`config.mk`:
```
export PLATFORM = sky130hd
export DESIGN_NAME = haar_temporal_filter
export DESIGN_NICKNAME = d
export VERILOG_FILES = /design/src/rtl/htf_pkg.sv /design/src/rtl/htf_collect.sv /design/src/rtl/htf_lift.sv /design/src/rtl/htf_emit.sv /design/src/rtl/haar_temporal_filter.sv
export SDC_FILE = /design/constraint.sdc
export NUM_CORES = 1
export LEC_CHECK = 0
export ABC_AREA = 1
export BUFFER_PORTS_ARGS = -buffer_cell sky130_fd_sc_hd__buf_2
export CAP_MARGIN = 20
export CORE_UTILIZATION = 46
export CTS_BUF_LIST = sky130_fd_sc_hd__clkbuf_4 sky130_fd_sc_hd__clkbuf_8 sky130_fd_sc_hd__clkbuf_16
export CTS_CLUSTER_SIZE = 30
export DETAILED_ROUTE_END_ITERATION = 10
export GPL_TIMING_DRIVEN = 0
export PLACE_DENSITY = 0.6
export SLEW_MARGIN = 10
export SYNTH_ARGS = -nofsm -noshare
export SYNTH_HDL_FRONTEND = slang
export SYNTH_SLANG_ARGS = --single-unit
```
`constraint.sdc`:
```
create_clock -name clk -period 16.7 [get_ports clk]
set_input_delay 1.67 -clock clk [delete_from_list [all_inputs] [get_ports clk]]
set_output_delay 1.67 -clock clk [all_outputs]
set_load 0.03 [all_outputs]
```
`src/rtl/htf_pkg.sv`:
```
package htf_pkg;

    localparam int GROUP  = 8;
    localparam int NLEV   = 3;
    localparam int IDX_W  = $clog2(GROUP);
    localparam int LVL_W  = $clog2(NLEV + 1);
    localparam int CHAIN  = 2 * GROUP - 1;

    typedef enum logic {
        MODE_ANALYSIS  = 1'b0,
        MODE_SYNTHESIS = 1'b1
    } lift_mode_e;

    typedef enum logic {
        PH_COLLECT = 1'b0,
        PH_EMIT    = 1'b1
    } phase_e;

    typedef struct packed {
        logic             is_low;
        logic [LVL_W-1:0] level;
        logic [IDX_W-1:0] index;
    } coef_tag_t;

    // Tag of an analysis result by its position in the output stream.
    function automatic coef_tag_t analysis_tag(input logic [IDX_W-1:0] slot);
        coef_tag_t t;
        int        base;
        t    = '0;
        base = 0;
        for (int lv = 1; lv <= NLEV; lv++) begin
            if (int'(slot) >= base && int'(slot) < base + (GROUP >> lv)) begin
                t.level = LVL_W'(lv);
                t.index = IDX_W'(int'(slot) - base);
            end
            base = base + (GROUP >> lv);
        end
        if (int'(slot) == GROUP - 1) begin
            t.is_low = 1'b1;
            t.level  = LVL_W'(NLEV);
            t.index  = '0;
        end
        return t;
    endfunction

endpackage

```
`src/rtl/htf_collect.sv`:
```
module htf_collect
    import htf_pkg::*;
#(
    parameter int COEF_W = 11
) (
    input  logic                         clk,
    input  logic                         rst,
    input  logic                         wr_en,
    input  logic [IDX_W-1:0]             wr_idx,
    input  logic [COEF_W-1:0]            wr_data,
    output logic [GROUP-1:0][COEF_W-1:0] grp
);
    always_ff @(posedge clk) begin
        if (rst) begin
            grp <= '0;
        end else if (wr_en) begin
            grp[wr_idx] <= wr_data;
        end
    end
endmodule

```
`src/rtl/htf_lift.sv`:
```
module htf_lift
    import htf_pkg::*;
#(
    parameter int COEF_W = 11
) (
    input  logic [GROUP-1:0][COEF_W-1:0] grp,
    output logic [GROUP-1:0][COEF_W-1:0] coef,
    output logic [GROUP-1:0][COEF_W-1:0] rec
);
    // Low-pass chain: level s occupies entries starting at 2*GROUP - (2*GROUP >> s).
    logic signed [COEF_W-1:0] fwd_lo [CHAIN];
    logic signed [COEF_W-1:0] inv_lo [CHAIN];

    for (genvar f = 0; f < GROUP; f++) begin : g_taps
        assign fwd_lo[f] = $signed(grp[f]);
        assign rec[f]    = inv_lo[f];
    end

    assign inv_lo[CHAIN-1]  = $signed(grp[GROUP-1]);
    assign coef[GROUP-1]    = fwd_lo[CHAIN-1];

    for (genvar s = 1; s <= NLEV; s++) begin : g_level
        localparam int IOFF = 2 * GROUP - ((2 * GROUP) >> (s - 1));
        localparam int OOFF = 2 * GROUP - ((2 * GROUP) >> s);
        localparam int COFF = GROUP - ((2 * GROUP) >> s);
        for (genvar k = 0; k < (GROUP >> s); k++) begin : g_pair
            logic signed [COEF_W-1:0] a_even, a_hp;
            logic signed [COEF_W-1:0] s_hp, s_even;
            // forward: predict, then update
            assign a_even = fwd_lo[IOFF + 2*k];
            assign a_hp   = fwd_lo[IOFF + 2*k + 1] - a_even;
            assign fwd_lo[OOFF + k] = a_even + (a_hp >>> 1);
            assign coef[COFF + k]   = a_hp;
            // inverse: undo update, then undo predict
            assign s_hp   = $signed(grp[COFF + k]);
            assign s_even = inv_lo[OOFF + k] - (s_hp >>> 1);
            assign inv_lo[IOFF + 2*k]     = s_even;
            assign inv_lo[IOFF + 2*k + 1] = s_even + s_hp;
        end
    end
endmodule

```
`src/rtl/htf_emit.sv`:
```
module htf_emit
    import htf_pkg::*;
#(
    parameter int COEF_W = 11
) (
    input  lift_mode_e                   mode,
    input  logic [IDX_W-1:0]             slot,
    input  logic [GROUP-1:0][COEF_W-1:0] coef,
    input  logic [GROUP-1:0][COEF_W-1:0] rec,
    output logic [COEF_W-1:0]            data,
    output coef_tag_t                    tag
);
    always_comb begin
        if (mode == MODE_SYNTHESIS) begin
            data       = rec[slot];
            tag.is_low = 1'b1;
            tag.level  = '0;
            tag.index  = slot;
        end else begin
            data = coef[slot];
            tag  = analysis_tag(slot);
        end
    end
endmodule

```
`src/rtl/haar_temporal_filter.sv`:
```
module haar_temporal_filter
    import htf_pkg::*;
#(
    parameter  int SAMPLE_W = 8,
    localparam int COEF_W   = SAMPLE_W + htf_pkg::NLEV
) (
    input  logic                       clk,
    input  logic                       rst,
    input  logic                       mode_i,
    input  logic                       in_valid,
    output logic                       in_ready,
    input  logic [COEF_W-1:0]          in_data,
    output logic                       out_valid,
    input  logic                       out_ready,
    output logic [COEF_W-1:0]          out_data,
    output logic                       out_is_low,
    output logic [htf_pkg::LVL_W-1:0]  out_level,
    output logic [htf_pkg::IDX_W-1:0]  out_index
);
    localparam logic [IDX_W-1:0] LAST = IDX_W'(GROUP - 1);

    phase_e           phase;
    logic [IDX_W-1:0] pos;
    lift_mode_e       grp_mode;

    logic accept, handoff;
    logic [GROUP-1:0][COEF_W-1:0] grp, coef, rec;
    coef_tag_t tag;

    assign in_ready  = (phase == PH_COLLECT);
    assign out_valid = (phase == PH_EMIT);
    assign accept    = in_valid && in_ready;
    assign handoff   = out_valid && out_ready;

    always_ff @(posedge clk) begin
        if (rst) begin
            phase    <= PH_COLLECT;
            pos      <= '0;
            grp_mode <= MODE_ANALYSIS;
        end else if (phase == PH_COLLECT) begin
            if (accept) begin
                if (pos == '0) grp_mode <= lift_mode_e'(mode_i);
                if (pos == LAST) begin
                    phase <= PH_EMIT;
                    pos   <= '0;
                end else begin
                    pos <= pos + 1'b1;
                end
            end
        end else if (handoff) begin
            if (pos == LAST) begin
                phase <= PH_COLLECT;
                pos   <= '0;
            end else begin
                pos <= pos + 1'b1;
            end
        end
    end

    htf_collect #(.COEF_W(COEF_W)) u_collect (
        .clk(clk), .rst(rst), .wr_en(accept), .wr_idx(pos),
        .wr_data(in_data), .grp(grp)
    );

    htf_lift #(.COEF_W(COEF_W)) u_lift (
        .grp(grp), .coef(coef), .rec(rec)
    );

    htf_emit #(.COEF_W(COEF_W)) u_emit (
        .mode(grp_mode), .slot(pos), .coef(coef), .rec(rec),
        .data(out_data), .tag(tag)
    );

    assign out_is_low = tag.is_low;
    assign out_level  = tag.level;
    assign out_index  = tag.index;
endmodule

```
**Word-level counts from Yosys, hierarchy flattened**

Cells that the tools add are included.

- Output and inout bits: 19
- Logic and storage cells: 84
- Register bits after elaboration: 93
- Bits of input ports: 16

- $lt $le $gt $ge: 7
- Equal/unequal tests: 3
- Reduce and logical (&&, ||, !) cells: 9
- Add/sub/neg operators: 31
- Multiplexer cells: 22
- Bitwise gates (word level): 1

Operators with widths:

| kind | number |
|---|---|
| 88-bit bitwise mux | 1 |
| 11-bit by 10-bit adder with 11-bit output | 7 |
| 11-bit adder | 7 |
| 11-bit by 10-bit subtractor with 11-bit output | 7 |
| 11-bit subtractor | 7 |
| 11-bit binary-select mux with 3-bit select | 2 |
| 11-bit two-way mux | 4 |
| 11-bit demux with 3-bit select | 1 |
| 3-bit two-way mux | 4 |
| 6-bit two-way mux | 2 |
| 5-bit two-way mux | 2 |
| 3-bit less-than comparator (second input constant) | 3 |
| 3-bit >= comparator (second input constant) | 2 |
| 3-bit subtractor (second input constant) | 2 |
| 1-bit logical AND | 5 |
| 1-bit two-way mux | 5 |
| 3-bit by 4-bit less-than comparator with 1-bit output (second input constant) | 1 |
| 4-bit two-way mux | 1 |
| 3-bit by 1-bit adder with 3-bit output (second input constant) | 1 |
| 3-bit by 1-bit == test with 1-bit output (second input constant) | 1 |
| 3-bit == test (second input constant) | 1 |
| 3-bit by 1-bit >= comparator with 1-bit output (second input constant) | 1 |
| 3-bit zero test | 1 |
| 3-bit AND reduction | 1 |
| 4 further kinds | 4 |

**Longest topological paths before layout**

Gate-level depths: netlist (run 1).

- Depth in word-level cells: 9
- Depth in mapped cells: 61
- Depth with buffers taken out: 61

**Cells and area by module**

From an unflattened synthesis (run 1), not the netlist that was laid out.

- Cells, all modules: 2689
- Area, all modules: 17126.4 sq um

Modules (own cells, without submodules):

| module | instances | cells an instance | seq. area each (sq um) | area an instance (sq um) |
|---|---|---|---|---|
| htf_lift | 1 | 1602 | 0.0 | 10996.8 |
| htf_collect | 1 | 508 | 1761.7 | 3549.7 |
| htf_emit | 1 | 540 | 0.0 | 2303.5 |
| haar_temporal_filter | 1 | 39 | 100.1 | 276.5 |

**Least setup slack after synthesis (run 1)**

OpenSTA, ideal clock, no wires.

- Path type: reg-to-output
- Start point: register u_collect.grp[2] (netlist name)
- End point: output port out_data[10]
- Setup slack: 7.279 ns
- Data required time: 15.030 ns
- Buffers on the path: 0
- Cell stages (with the launch flop): 59
- Arrival: 7.751 ns
- Path through: dfxtp_1 -> inv_1 -> ha_1 -> a21oi_1 -> nand2_1 -> a21oi_1 -> nor2_1 -> nor2_1 -> xor2_1 -> inv_1 -> ha_1 -> nand2_1 -> clkinv_1 -> o21ai_1 -> nand4_1 -> nand2_2 -> xor2_1 -> inv_1 -> (+23 left out) -> nand2_1 -> nand2_1 -> inv_1 -> nand2_1 -> nand2_1 -> nand3b_1 -> nand2_2 -> ha_1 -> inv_1 -> nor2_1 -> nor2_1 -> xor2_1 -> nand2_1 -> nand2_1 -> nand2_1 -> nand2_1 -> nand2_1 -> nand2_1

- Longest elaborated chain between the ends: 9
- Elaborated cells on any way between the ends: 13
- Classes of those cells: add/sub: 8; mux: 5

Ends and longest elaborated chain:

| element | line | RTL |
|---|---|---|
| start, declared | htf_collect.sv:11 | `output logic [GROUP-1:0][COEF_W-1:0] grp` |
| start signal, assigned by index | htf_collect.sv:17 | `grp[wr_idx] <= wr_data;` |
| 11-bit subtractor | htf_lift.sv:31 | `assign a_hp = fwd_lo[IOFF + 2*k + 1] - a_even;` |
| 11-bit by 10-bit adder with 11-bit output | htf_lift.sv:32 | `assign fwd_lo[OOFF + k] = a_even + (a_hp >>> 1);` |
| 11-bit subtractor | htf_lift.sv:31 |  |
| 11-bit by 10-bit adder with 11-bit output | htf_lift.sv:32 |  |
| 11-bit subtractor | htf_lift.sv:31 |  |
| 11-bit by 10-bit adder with 11-bit output | htf_lift.sv:32 |  |
| 11-bit binary-select mux with 3-bit select | htf_emit.sv:20 | `data = coef[slot];` |
| 11-bit two-way mux (not written as such) | htf_emit.sv:20 |  |
| 11-bit two-way mux * | htf_emit.sv:14 | `if (mode == MODE_SYNTHESIS) begin` |
| end, declared | haar_temporal_filter.sv:15 | `output logic [COEF_W-1:0] out_data,` |

Mark *: on every way between the ends. The rest lies on a longest branch, timed or not. The select of a mux whose other input is x is not followed.

**Worst setup path after layout (run 1)**

- Start point: register u_collect.grp[0] (netlist name)
- End point: output port out_data[10]

The elaborated chain is that of the path after synthesis.

==> results of run 1 <==
-- tightest hold or removal path, stage by stage (launching register included) --
cell and delay [ps]:
dfxtp_1 340, nand2_1 70, a21oi_1 60
-- final cells by class --
class / instances / area share, %
Clock buffer: 9 / 1.33
Multi-Input combinational cell: 1740 / 72.4
Inverter: 407 / 9.01
Sequential cell: 93 / 11.0
Antenna cell: 1 / 0.0148
Buffer: 70 / 1.78
Clock inverter: 7 / 0.576
Timing Repair Buffer: 22 / 0.650
Tap cell: 448 / 3.31
-- path summary, 6_finish.rpt --
path	end	slack [ps]
worst min-delay path	u_collect.grp[85]	510
worst max-delay path	out_data[10]	4930
worst max register to register	u_collect.grp[2]	13670
worst min register to register	u_collect.grp[85]	510
-- cell families (layout without fill, tap and decap cells) --
logic type / after synthesis / in the layout / share of synthesized area (%)
AO/OA/AOI/OAI: 544 / 544 / 20.1
XOR/XNOR: 182 / 182 / 9.99
adder cells (fa/ha/maj): 310 / 310 / 27.8
buffers and inverters: 477 / 515 / 11.5
flip-flops: 93 / 93 / 11.7
other: 0 / 1 / 0
AND/OR/NAND/NOR: 704 / 704 / 19.0
-- flip-flops by register name (all words and copies together) (netlist names) --
register,flops
pos,3
grp_mode,1
u_collect.grp,88
out_valid,1
-- metal layers --
metal | GRT usage, % | vias to the layer above | wire [um] | part of all wire (%)
li1 | - | 7679 | - | -
met1 | 46.4 | 7436 | 26100 | 43
met2 | 53.6 | 748 | 25800 | 43
met3 | 4.84 | 136 | 5260 | 8.7
met4 | 17.6 | 0 | 3340 | 5.5
met5 | 0 | - | 0 | 0
-- through the flow --
| stage | instances | setup slack (ps) | util, % | hold slack [ps] | instance area [um2] |
|---|---|---|---|---|---|
| final | 2797 | 4930 | 50.1 | 507 | 17000 |
| after CTS | 2796 | 4970 | 50.0 | 506 | 16900 |
| after global placement | 2780 | 5430 | 49.1 | 487 | 16600 |
| after floorplan | 2310 | 7280 | - | 462 | 16000 |
| after global routing | 2796 | 4150 | 50.0 | 518 | 16900 |
| after detailed placement | 2780 | 5420 | 49.1 | 493 | 16600 |
-- layout by cell type, fill, tap and decap left out, drive strengths merged, types with 28 or more instances in the layout --
cell type,netlist,routed
a211oi,76,76
a21oi,236,236
buf,8,30
clkbuf,62,71
dfxtp,93,93
fa,74,74
ha,236,236
inv,403,408
nand2,368,368
nand3,112,112
nor2,170,170
nor3,28,28
o211ai,29,29
o21ai,125,125
xnor2,60,60
xor2,122,122
==> impl_metrics.env, run 1 <==
export IMPL_grt_usage_pct=34.5
export IMPL_syn_nets=2636
export IMPL_drc_errors=0
export IMPL_initial_core_util_pct=47.1
export IMPL_firstDrtPassIters=5
export IMPL_start_kind="flop"
export IMPL_grt_pass1_wl_mm=90.8
export IMPL_setup_tns_ps=0
export IMPL_numCtsBuffers=9
export IMPL_clk_insertion_delay_late_ps=380
export IMPL_hold_path_depth=2
export IMPL_synth_area_leaders="ha_1 (19%), dfxtp_1 (12%), inv_1 (9.3%)"
export IMPL_rsz0062_at_grt="no"
export IMPL_rows=67
export IMPL_cts_setup_buffers=0
export IMPL_ioPinCount=35
export IMPL_yosysUniqueCellTypes=52
export IMPL_worstReg2RegStart="pos[2]"
export IMPL_ctsHoldBuffers=0
export IMPL_clock_sinks=93
export IMPL_drive_above_1_share_pct=4.90
export IMPL_hold_viol_final=0
export IMPL_synth_edf_count=0
export IMPL_io_buffer_count=22
export IMPL_via_per_inst=5.72
export IMPL_cts_root_buf="clkbuf_16"
export IMPL_wl_per_cell_um=21.6
export IMPL_crit_family="adder cells"
export IMPL_crit_slowest_cell="xor2_1"
export IMPL_maxCapViolations=0
export IMPL_antenna_found_initial=0
export IMPL_synth_top_area_share_pct=18.5
export IMPL_path_buf_inv=7
export IMPL_drt_total_wl_mm=60.5
export IMPL_r2r_cells=10
export IMPL_critPathMostFrequentCell="nand2_1"
export IMPL_register_area_um2=1860
export IMPL_vias=15999
export IMPL_fill_cells=3472
export IMPL_period_minus_slack_ps=11770
export IMPL_chipWidth_um=188
export IMPL_crit_required_ps=15030
export IMPL_critPathMaxFanout=5
export IMPL_hold_path_class="flop to flop"
export IMPL_status="complete, no violations"
export IMPL_syn_avg_cell_area_um2=6.91
export IMPL_cp_end_kind="output pin"
export IMPL_synth_main_ff_cell="dfxtp_1"
export IMPL_clock_skew_ps=10.8
export IMPL_syn_inst=2310
export IMPL_synth_seq_cells=93
export IMPL_cp_arrival_ps=10100
export IMPL_die_area_um2=35400
export IMPL_cts_max_path_buffers=2
export IMPL_startpoint="u_collect.grp[0]"
export IMPL_cts_tree="built"
export IMPL_syn_area_um2=16000
export IMPL_yosys_warnings=0
export IMPL_slowest_delay_ps=560
export IMPL_clkSlewWorstSetupHoldPaths_ps=90
export IMPL_post_dp_hpwl_mm=50.9
export IMPL_grt_pass1_vias=15224
export IMPL_clock_fmax_ghz=0.0850
export IMPL_period_share_pct=70.5
export IMPL_slew_violations=0
export IMPL_synth_commonest_cells="inv_1 (395), nand2_1 (351), ha_1 (236)"
export IMPL_grt_overflow=0
export IMPL_nets=2669
export IMPL_grt_max_degree=20
export IMPL_min_from="u_collect.grp[85]"
export IMPL_synth_most_common_cell="inv_1"
export IMPL_gp_congestion=1.03
export IMPL_seq_area_frac_synth_pct=11.7
export IMPL_cp_depth=49
export IMPL_slew_headroom_pct=41.9
export IMPL_core_um2=33900
export IMPL_drtIter0Drc=1704
export IMPL_final_setup_viol_count=0
export IMPL_ctsResizeCount=0
export IMPL_areaGrowthSynthToFinish_pct=6.24
export IMPL_die_h_um=188
export IMPL_ant_nets=0
export IMPL_multiInputGateArea_um2=12300
export IMPL_yosysTopAreaCell="ha_1"
export IMPL_timing_worst_setup_path_type="flop to output pin"
export IMPL_async_flop_share_pct=0
export IMPL_htree_num_levels=3
export IMPL_tightest_slew_ps=872
Power of run 1 is left out: the tool's default activity adds up to more than one toggle a clock period on the data nets, which glitch-free logic cannot reach.
==> inputs of run 2 (changes only) <==
--- a/config.mk
+++ b/config.mk
@@ -5,7 +5,7 @@
 export SDC_FILE = /design/constraint.sdc
 export NUM_CORES = 1
 export LEC_CHECK = 0
-export ABC_AREA = 1
+export ABC_AREA = 0
 export BUFFER_PORTS_ARGS = -buffer_cell sky130_fd_sc_hd__buf_2
 export CAP_MARGIN = 20
 export CORE_UTILIZATION = 46
==> constraint.sdc (replaced) <==
create_clock -name clk -period 11.2 [get_ports clk]
set_input_delay 1.12 -clock clk [delete_from_list [all_inputs] [get_ports clk]]
set_output_delay 1.12 -clock clk [all_outputs]
set_load 0.03 [all_outputs]
==> run 2 against run 1 <==
  * First-iteration DRC count decreased by 34%
  * Area after synthesis decreased by 5.6%
  * Sequential cell count unchanged
  * Die area decreased by 5.5%
  * Register-to-register slack got worse by 6300 ps
  * Worst hold slack got worse by 42 ps
  * Setup slack got worse by 4500 ps
  * Clock-buffer cell count increased by 2
  * Wire length decreased by 17%
  * Highest routed layer unchanged
==> impl_metrics.env, run 2 <==
export IMPL_gp_congestion=0.919
export IMPL_rows=65
export IMPL_syn_avg_cell_area_um2=8.15
export IMPL_async_flop_share_pct=0
export IMPL_clock_skew_ps=12.4
export IMPL_vias=13350
export IMPL_tightest_slew_ps=1010
export IMPL_synth_most_common_cell="nand2_1"
export IMPL_cellPowerDensity_nw_per_um2=313
export IMPL_stdcell_count=2325
export IMPL_dp_cells=2307
export IMPL_final_common_cell="nand2_1"
export IMPL_grt_usage_pct=30.5
export IMPL_hold_viol_final=0
export IMPL_clock_fmax_ghz=0.0932
export IMPL_drt_total_wl_mm=50.1
export IMPL_syn_inst=1848
export IMPL_largest_register="u_collect.grp"
export IMPL_drtIter0Drc=1120
export IMPL_synth_main_ff_cell="dfxtp_1"
export IMPL_htree_num_levels=3
export IMPL_slew_violations=0
export IMPL_synth_area_leaders="ha_1 (20%), dfxtp_1 (12%), fa_1 (9.8%)"
export IMPL_ctsHoldBuffers=0
export IMPL_hold_path_class="flop to flop"
export IMPL_cts_tree="built"
export IMPL_final_setup_viol_count=0
export IMPL_post_dp_hpwl_mm=43.0
export IMPL_drc_errors=0
export IMPL_status="complete, no violations"
export IMPL_core_um2=31900
export IMPL_fill_cells=3201
export IMPL_initial_core_util_pct=47.3
export IMPL_n_antenna_cell=0
export IMPL_via_per_inst=5.74
export IMPL_io_buffer_count=22
export IMPL_die_area_um2=33500
export IMPL_crit_slowest_cell="fa_1"
export IMPL_start_kind="flop"
export IMPL_hold_path_depth=2
export IMPL_grt_pass1_wl_mm=75.2
export IMPL_cts_max_path_buffers=2
export IMPL_clkSlewWorstSetupHoldPaths_ps=70
export IMPL_maxCapViolations=0
export IMPL_antenna_found_initial=2
export IMPL_cp_arrival_ps=9610
export IMPL_chipWidth_um=183
export IMPL_areaGrowthSynthToFinish_pct=7.25
export IMPL_register_area_um2=1860
export IMPL_syn_area_um2=15100
export IMPL_syn_nets=2174
export IMPL_synth_commonest_cells="nand2_1 (243), ha_1 (236), a21oi_1 (207)"
export IMPL_layout_common_cells="nand2_1 (243), ha_1 (235), a21oi_1 (206)"
export IMPL_yosysTopAreaCell="ha_1"
export IMPL_synth_edf_count=0
export IMPL_rsz0062_at_grt="no"
export IMPL_timing_worst_setup_path_type="flop to output pin"
export IMPL_clk_insertion_delay_late_ps=370
export IMPL_synth_top_area_share_pct=19.6
export IMPL_cp_end_kind="output pin"
export IMPL_nets=2211
export IMPL_multiInputGateArea_um2=12200
export IMPL_ant_nets=0
export IMPL_clock_sinks=93
export IMPL_grt_overflow=0
export IMPL_seq_area_frac_synth_pct=12.4
export IMPL_wl_per_cell_um=21.5
export IMPL_largest_register_ffs=88
export IMPL_numCtsBuffers=9
export IMPL_synth_seq_cells=93
export IMPL_cts_root_buf="clkbuf_16"
export IMPL_yosysUniqueCellTypes=76
export IMPL_r2r_cells=9
export IMPL_period_minus_slack_ps=10730
export IMPL_setup_tns_ps=0
export IMPL_drive_above_1_share_pct=6.98
export IMPL_crit_required_ps=10080
export IMPL_p_leak_nw=6.90
export IMPL_largestRegisters="u_collect.grp x88, pos x3"
export IMPL_slew_headroom_pct=32.4
export IMPL_firstDrtPassIters=5
export IMPL_ioPinCount=35
export IMPL_die_h_um=183
export IMPL_critPathMaxFanout=5
export IMPL_yosys_warnings=0
export IMPL_grt_pass1_vias=13114
export IMPL_ir_drop_v=0.000490
export IMPL_critPathMostFrequentCell="ha_1"
export IMPL_power_w=0.00505
export IMPL_period_share_pct=95.8
export IMPL_slowest_delay_ps=520
export IMPL_grt_max_degree=16
-- run 2: cell types whose count changed after synthesis, moves of 19 or more --
cell | before | now
o21ai_0 | 117 | 41
xor2_1 | 122 | 53
mux4_2 | 0 | 38
o211ai_1 | 29 | 10
nand2_1 | 351 | 243
nor2_1 | 164 | 104
a21o_1 | 15 | 44
a21oi_1 | 232 | 207
xnor2_1 | 60 | 152
nor2b_1 | 0 | 33
a211oi_1 | 76 | 6
nand3_1 | 101 | 11
inv_1 | 395 | 189
-- run 2: kinds of logic (layout without fill, tap and decap cells) --
| group | after synthesis | count (layout) | share of synthesized area, % |
|---|---|---|---|
| buffers and inverters | 251 | 293 | 7.02 |
| flip-flops | 93 | 93 | 12.4 |
| XOR/XNOR | 206 | 206 | 12.0 |
| AO/OA/AOI/OAI | 435 | 435 | 17.8 |
| AND/OR/NAND/NOR | 500 | 500 | 14.7 |
| multiplexers | 50 | 50 | 6.49 |
| adder cells (fa/ha/maj) | 313 | 313 | 29.6 |
-- run 2: critical path: cells and delay by family (launching register included) --
family                     cells  cell delay (ps)
xor gates and xnor gates       9             2050
adders and majority gates      8             2760
and+or+nand+nor                5              660
AOI/OAI and AO/OA             15             2830
buffers and inverters          4              430
DFF                            1              450
-- run 2: routing by layer --
metal	share of wire, %	track usage, %
met1	44	41.1
met2	46	50.9
met3	6.4	2.62
met4	3.2	10.9
met5	0	0
-- run 2: through the flow --
step	setup slack [ps]	cell area (um2)	hold WS (ps)	util (%)
5_1_grt	46.3	16200	489	50.7
3_5_place_dp	421	15700	456	49.4
4_1_cts	96.4	16100	466	50.4
3_3_place_gp	352	15700	448	49.3
2_1_floorplan	1540	15100	436	-
6_report	471	16200	465	50.7
-- run 2: cell type report --
type | count | share of cell area (%)
inverter | 192 | 4.46
multi-input combinational | 1504 | 75.7
clock buffer | 11 | 1.56
timing repair buffer | 26 | 0.937
buffer | 59 | 2.09
tap | 435 | 3.37
sequential | 93 | 11.5
clock inverter | 5 | 0.364
-- run 2: where the power goes --
part,switching (W),internal (W)
clock,0.000150,0.000186
sequential,0.0000101,0.000337
combinational,0.00235,0.00202
-- run 2: repair_timing --
action                     4_1_cts  5_1_grt
pin swaps                        0        2
gates resized for setup          2       15
setup endpoints to repair        2        4
setup buffers                    0        2
hold endpoints to repair         0        0
-- run 2: path summary, 6_finish.rpt --
path                            slack, ps                 to               from
worst min register to register        460  u_collect.grp[77]  u_collect.grp[77]
worst max-delay path                  470       out_data[10]   u_collect.grp[2]
worst max register to register       7330  u_collect.grp[23]             pos[0]
worst min-delay path                  460  u_collect.grp[77]  u_collect.grp[77]
No activity file was read; power rests on OpenSTA's default activity.
==> inputs of run 3 (changes only) <==
--- a/config.mk
+++ b/config.mk
@@ -12,8 +12,10 @@
 export CTS_BUF_LIST = sky130_fd_sc_hd__clkbuf_4 sky130_fd_sc_hd__clkbuf_8 sky130_fd_sc_hd__clkbuf_16
 export CTS_CLUSTER_SIZE = 30
 export DETAILED_ROUTE_END_ITERATION = 10
+export GPL_ROUTABILITY_DRIVEN = 0
 export GPL_TIMING_DRIVEN = 0
 export PLACE_DENSITY = 0.6
+export RECOVER_POWER = 25
 export SLEW_MARGIN = 10
 export SYNTH_ARGS = -nofsm -noshare
 export SYNTH_HDL_FRONTEND = slang
==> run 3 against run 2 <==
  * Sequential share of layout area is 0.083 points lower
  * First-iteration DRC count is 26% lower
  * Sequential power about the same
  * Cell count rose by 0.13%
  * Via count increased by 0.41%
  * Critical path depth decreased by 2
  * Highest routed layer is now met5
==> impl_metrics.env, run 3 (synthesis gave the netlist of run 2 again) <==
export IMPL_status="complete, no violations"
export IMPL_maxCapViolations=0
export IMPL_cts_root_buf="clkbuf_16"
export IMPL_crit_required_ps=10080
export IMPL_clkSlewWorstSetupHoldPaths_ps=70
export IMPL_slowest_delay_ps=620
export IMPL_areaGrowthSynthToFinish_pct=8.03
export IMPL_drc_errors=0
export IMPL_drtIter0Drc=826
export IMPL_post_dp_hpwl_mm=42.3
export IMPL_rows=65
export IMPL_p_comb_share_pct=86.8
export IMPL_clock_skew_ps=6.64
export IMPL_wl_per_cell_um=21.2
export IMPL_placed_cell_area_um2=15700
export IMPL_cts_tree="built"
export IMPL_tightest_slew_ps=1210
export IMPL_largest_register_ffs=88
export IMPL_hold_path_class="flop to flop"
export IMPL_seqPwrFrac_pct=6.7
export IMPL_final_setup_viol_count=0
export IMPL_fin_util_pct=51.1
export IMPL_clock_power_share_pct=6.5
export IMPL_grt_pass1_vias=13298
export IMPL_clock_fmax_ghz=0.0925
export IMPL_hold_viol_final=0
export IMPL_htree_num_levels=3
export IMPL_period_minus_slack_ps=10810
export IMPL_clk_insertion_delay_late_ps=360
export IMPL_cts_max_path_buffers=2
export IMPL_switching_share_pct=49.8
export IMPL_cp_arrival_ps=9690
export IMPL_clock_sinks=93
export IMPL_ioPinCount=35
export IMPL_largestRegisters="u_collect.grp x88, pos x3"
export IMPL_period_share_pct=96.5
export IMPL_final_common_cell="nand2_1"
export IMPL_drive_above_1_share_pct=7.40
export IMPL_die_area_um2=33500
export IMPL_slew_violations=0
export IMPL_crit_family="adder cells"
export IMPL_grt_overflow=0
export IMPL_critPathMaxFanout=6
export IMPL_stdcell_count=2328
export IMPL_grt_pass1_wl_mm=73.3
export IMPL_timing_worst_setup_path_type="flop to output pin"
export IMPL_path_buf_inv=6
export IMPL_crit_slowest_cell="fa_1"
export IMPL_firstDrtPassIters=5
export IMPL_vias=13405
export IMPL_drt_total_wl_mm=49.3
export IMPL_nets=2213
export IMPL_io_buffer_count=22
export IMPL_antenna_found_initial=2
export IMPL_final_area_um2=16300
export IMPL_cp_end_kind="output pin"
export IMPL_intPower_w=0.00260
export IMPL_cellPowerDensity_nw_per_um2=318
export IMPL_chipWidth_um=183
export IMPL_largest_register="u_collect.grp"
export IMPL_total_switching_power_w=0.00258
export IMPL_grt_usage_pct=29.5
export IMPL_die_h_um=183
export IMPL_layout_common_cells="nand2_1 (243), ha_1 (234), a21oi_1 (203)"
export IMPL_critPathMostFrequentCell="ha_1"
export IMPL_initial_core_util_pct=47.3
export IMPL_start_kind="flop"
export IMPL_via_per_inst=5.76
export IMPL_reg2reg_slack_ps=7350
export IMPL_grt_max_degree=15
export IMPL_hold_slack_ps=459
export IMPL_ant_nets=0
export IMPL_ir_drop_v=0.000568
export IMPL_numCtsBuffers=9
export IMPL_ctsHoldBuffers=0
export IMPL_core_um2=31900
export IMPL_dp_cells=2306
export IMPL_slew_headroom_pct=19.2
export IMPL_p_leak_nw=6.94
export IMPL_setup_tns_ps=0
-- run 3: final timing paths --
path	from	to	cells past startpoint
hold reg to reg	u_collect.grp[77]	u_collect.grp[77]	2
hold / removal	u_collect.grp[77]	u_collect.grp[77]	2
setup reg to reg	pos[0]	u_collect.grp[28]	9
setup / recovery	u_collect.grp[0]	out_data[10]	39
-- run 3: final cells by class --
| cell class | instances | area (um2) |
|---|---|---|
| Antenna cell | 1 | 2.50 |
| Buffer | 59 | 330 |
| Clock buffer | 13 | 274 |
| Clock inverter | 3 | 42.5 |
| Fill cell | 3110 | 15600 |
| Inverter | 192 | 721 |
| Multi-Input combinational cell | 1504 | 12300 |
| Sequential cell | 93 | 1860 |
| Tap cell | 435 | 544 |
| Timing Repair Buffer | 28 | 154 |
-- run 3: per-stage QoR --
step / total power (W) / worst slack, ps
3_5_place_dp: 0.00461 / 185
3_3_place_gp: 0.00462 / 309
4_1_cts: 0.00505 / 0.600
6_report: 0.00518 / 390
2_1_floorplan: 0.00377 / 1540
5_1_grt: 0.00560 / -96.7
-- run 3: power by group through the flow --
stage                     combinational, W  sequential [W]  clock (W)
after floorplan                    0.00342        0.000350          0
after global placement             0.00426        0.000354          0
after detailed placement           0.00426        0.000355          0
after CTS                          0.00436        0.000347   0.000337
after global routing               0.00490        0.000348   0.000348
final                              0.00449        0.000347   0.000336
-- run 3: what timing repair did --
action                                 in CTS  in global routing
setup endpoints to repair                   2                  3
endpoints found under the hold margin       0                  0
gates resized for setup                     5                 29
pin swaps                                   1                  4
setup buffers                               1                  4
-- run 3: worst min-delay path, cell delays in order (launching register included) --
cell	delay, ps
dfxtp_1	310
nand2_1	50
a21oi_1	50
-- run 3: routing by layer --
metal	vias to the layer above	global-route usage (%)	share of wire (%)
li1	6443	-	-
met4	2	12.4	3.9
met1	6447	38.8	44
met5	-	0	0.016
met2	419	49.0	46
met3	94	3.40	6.7
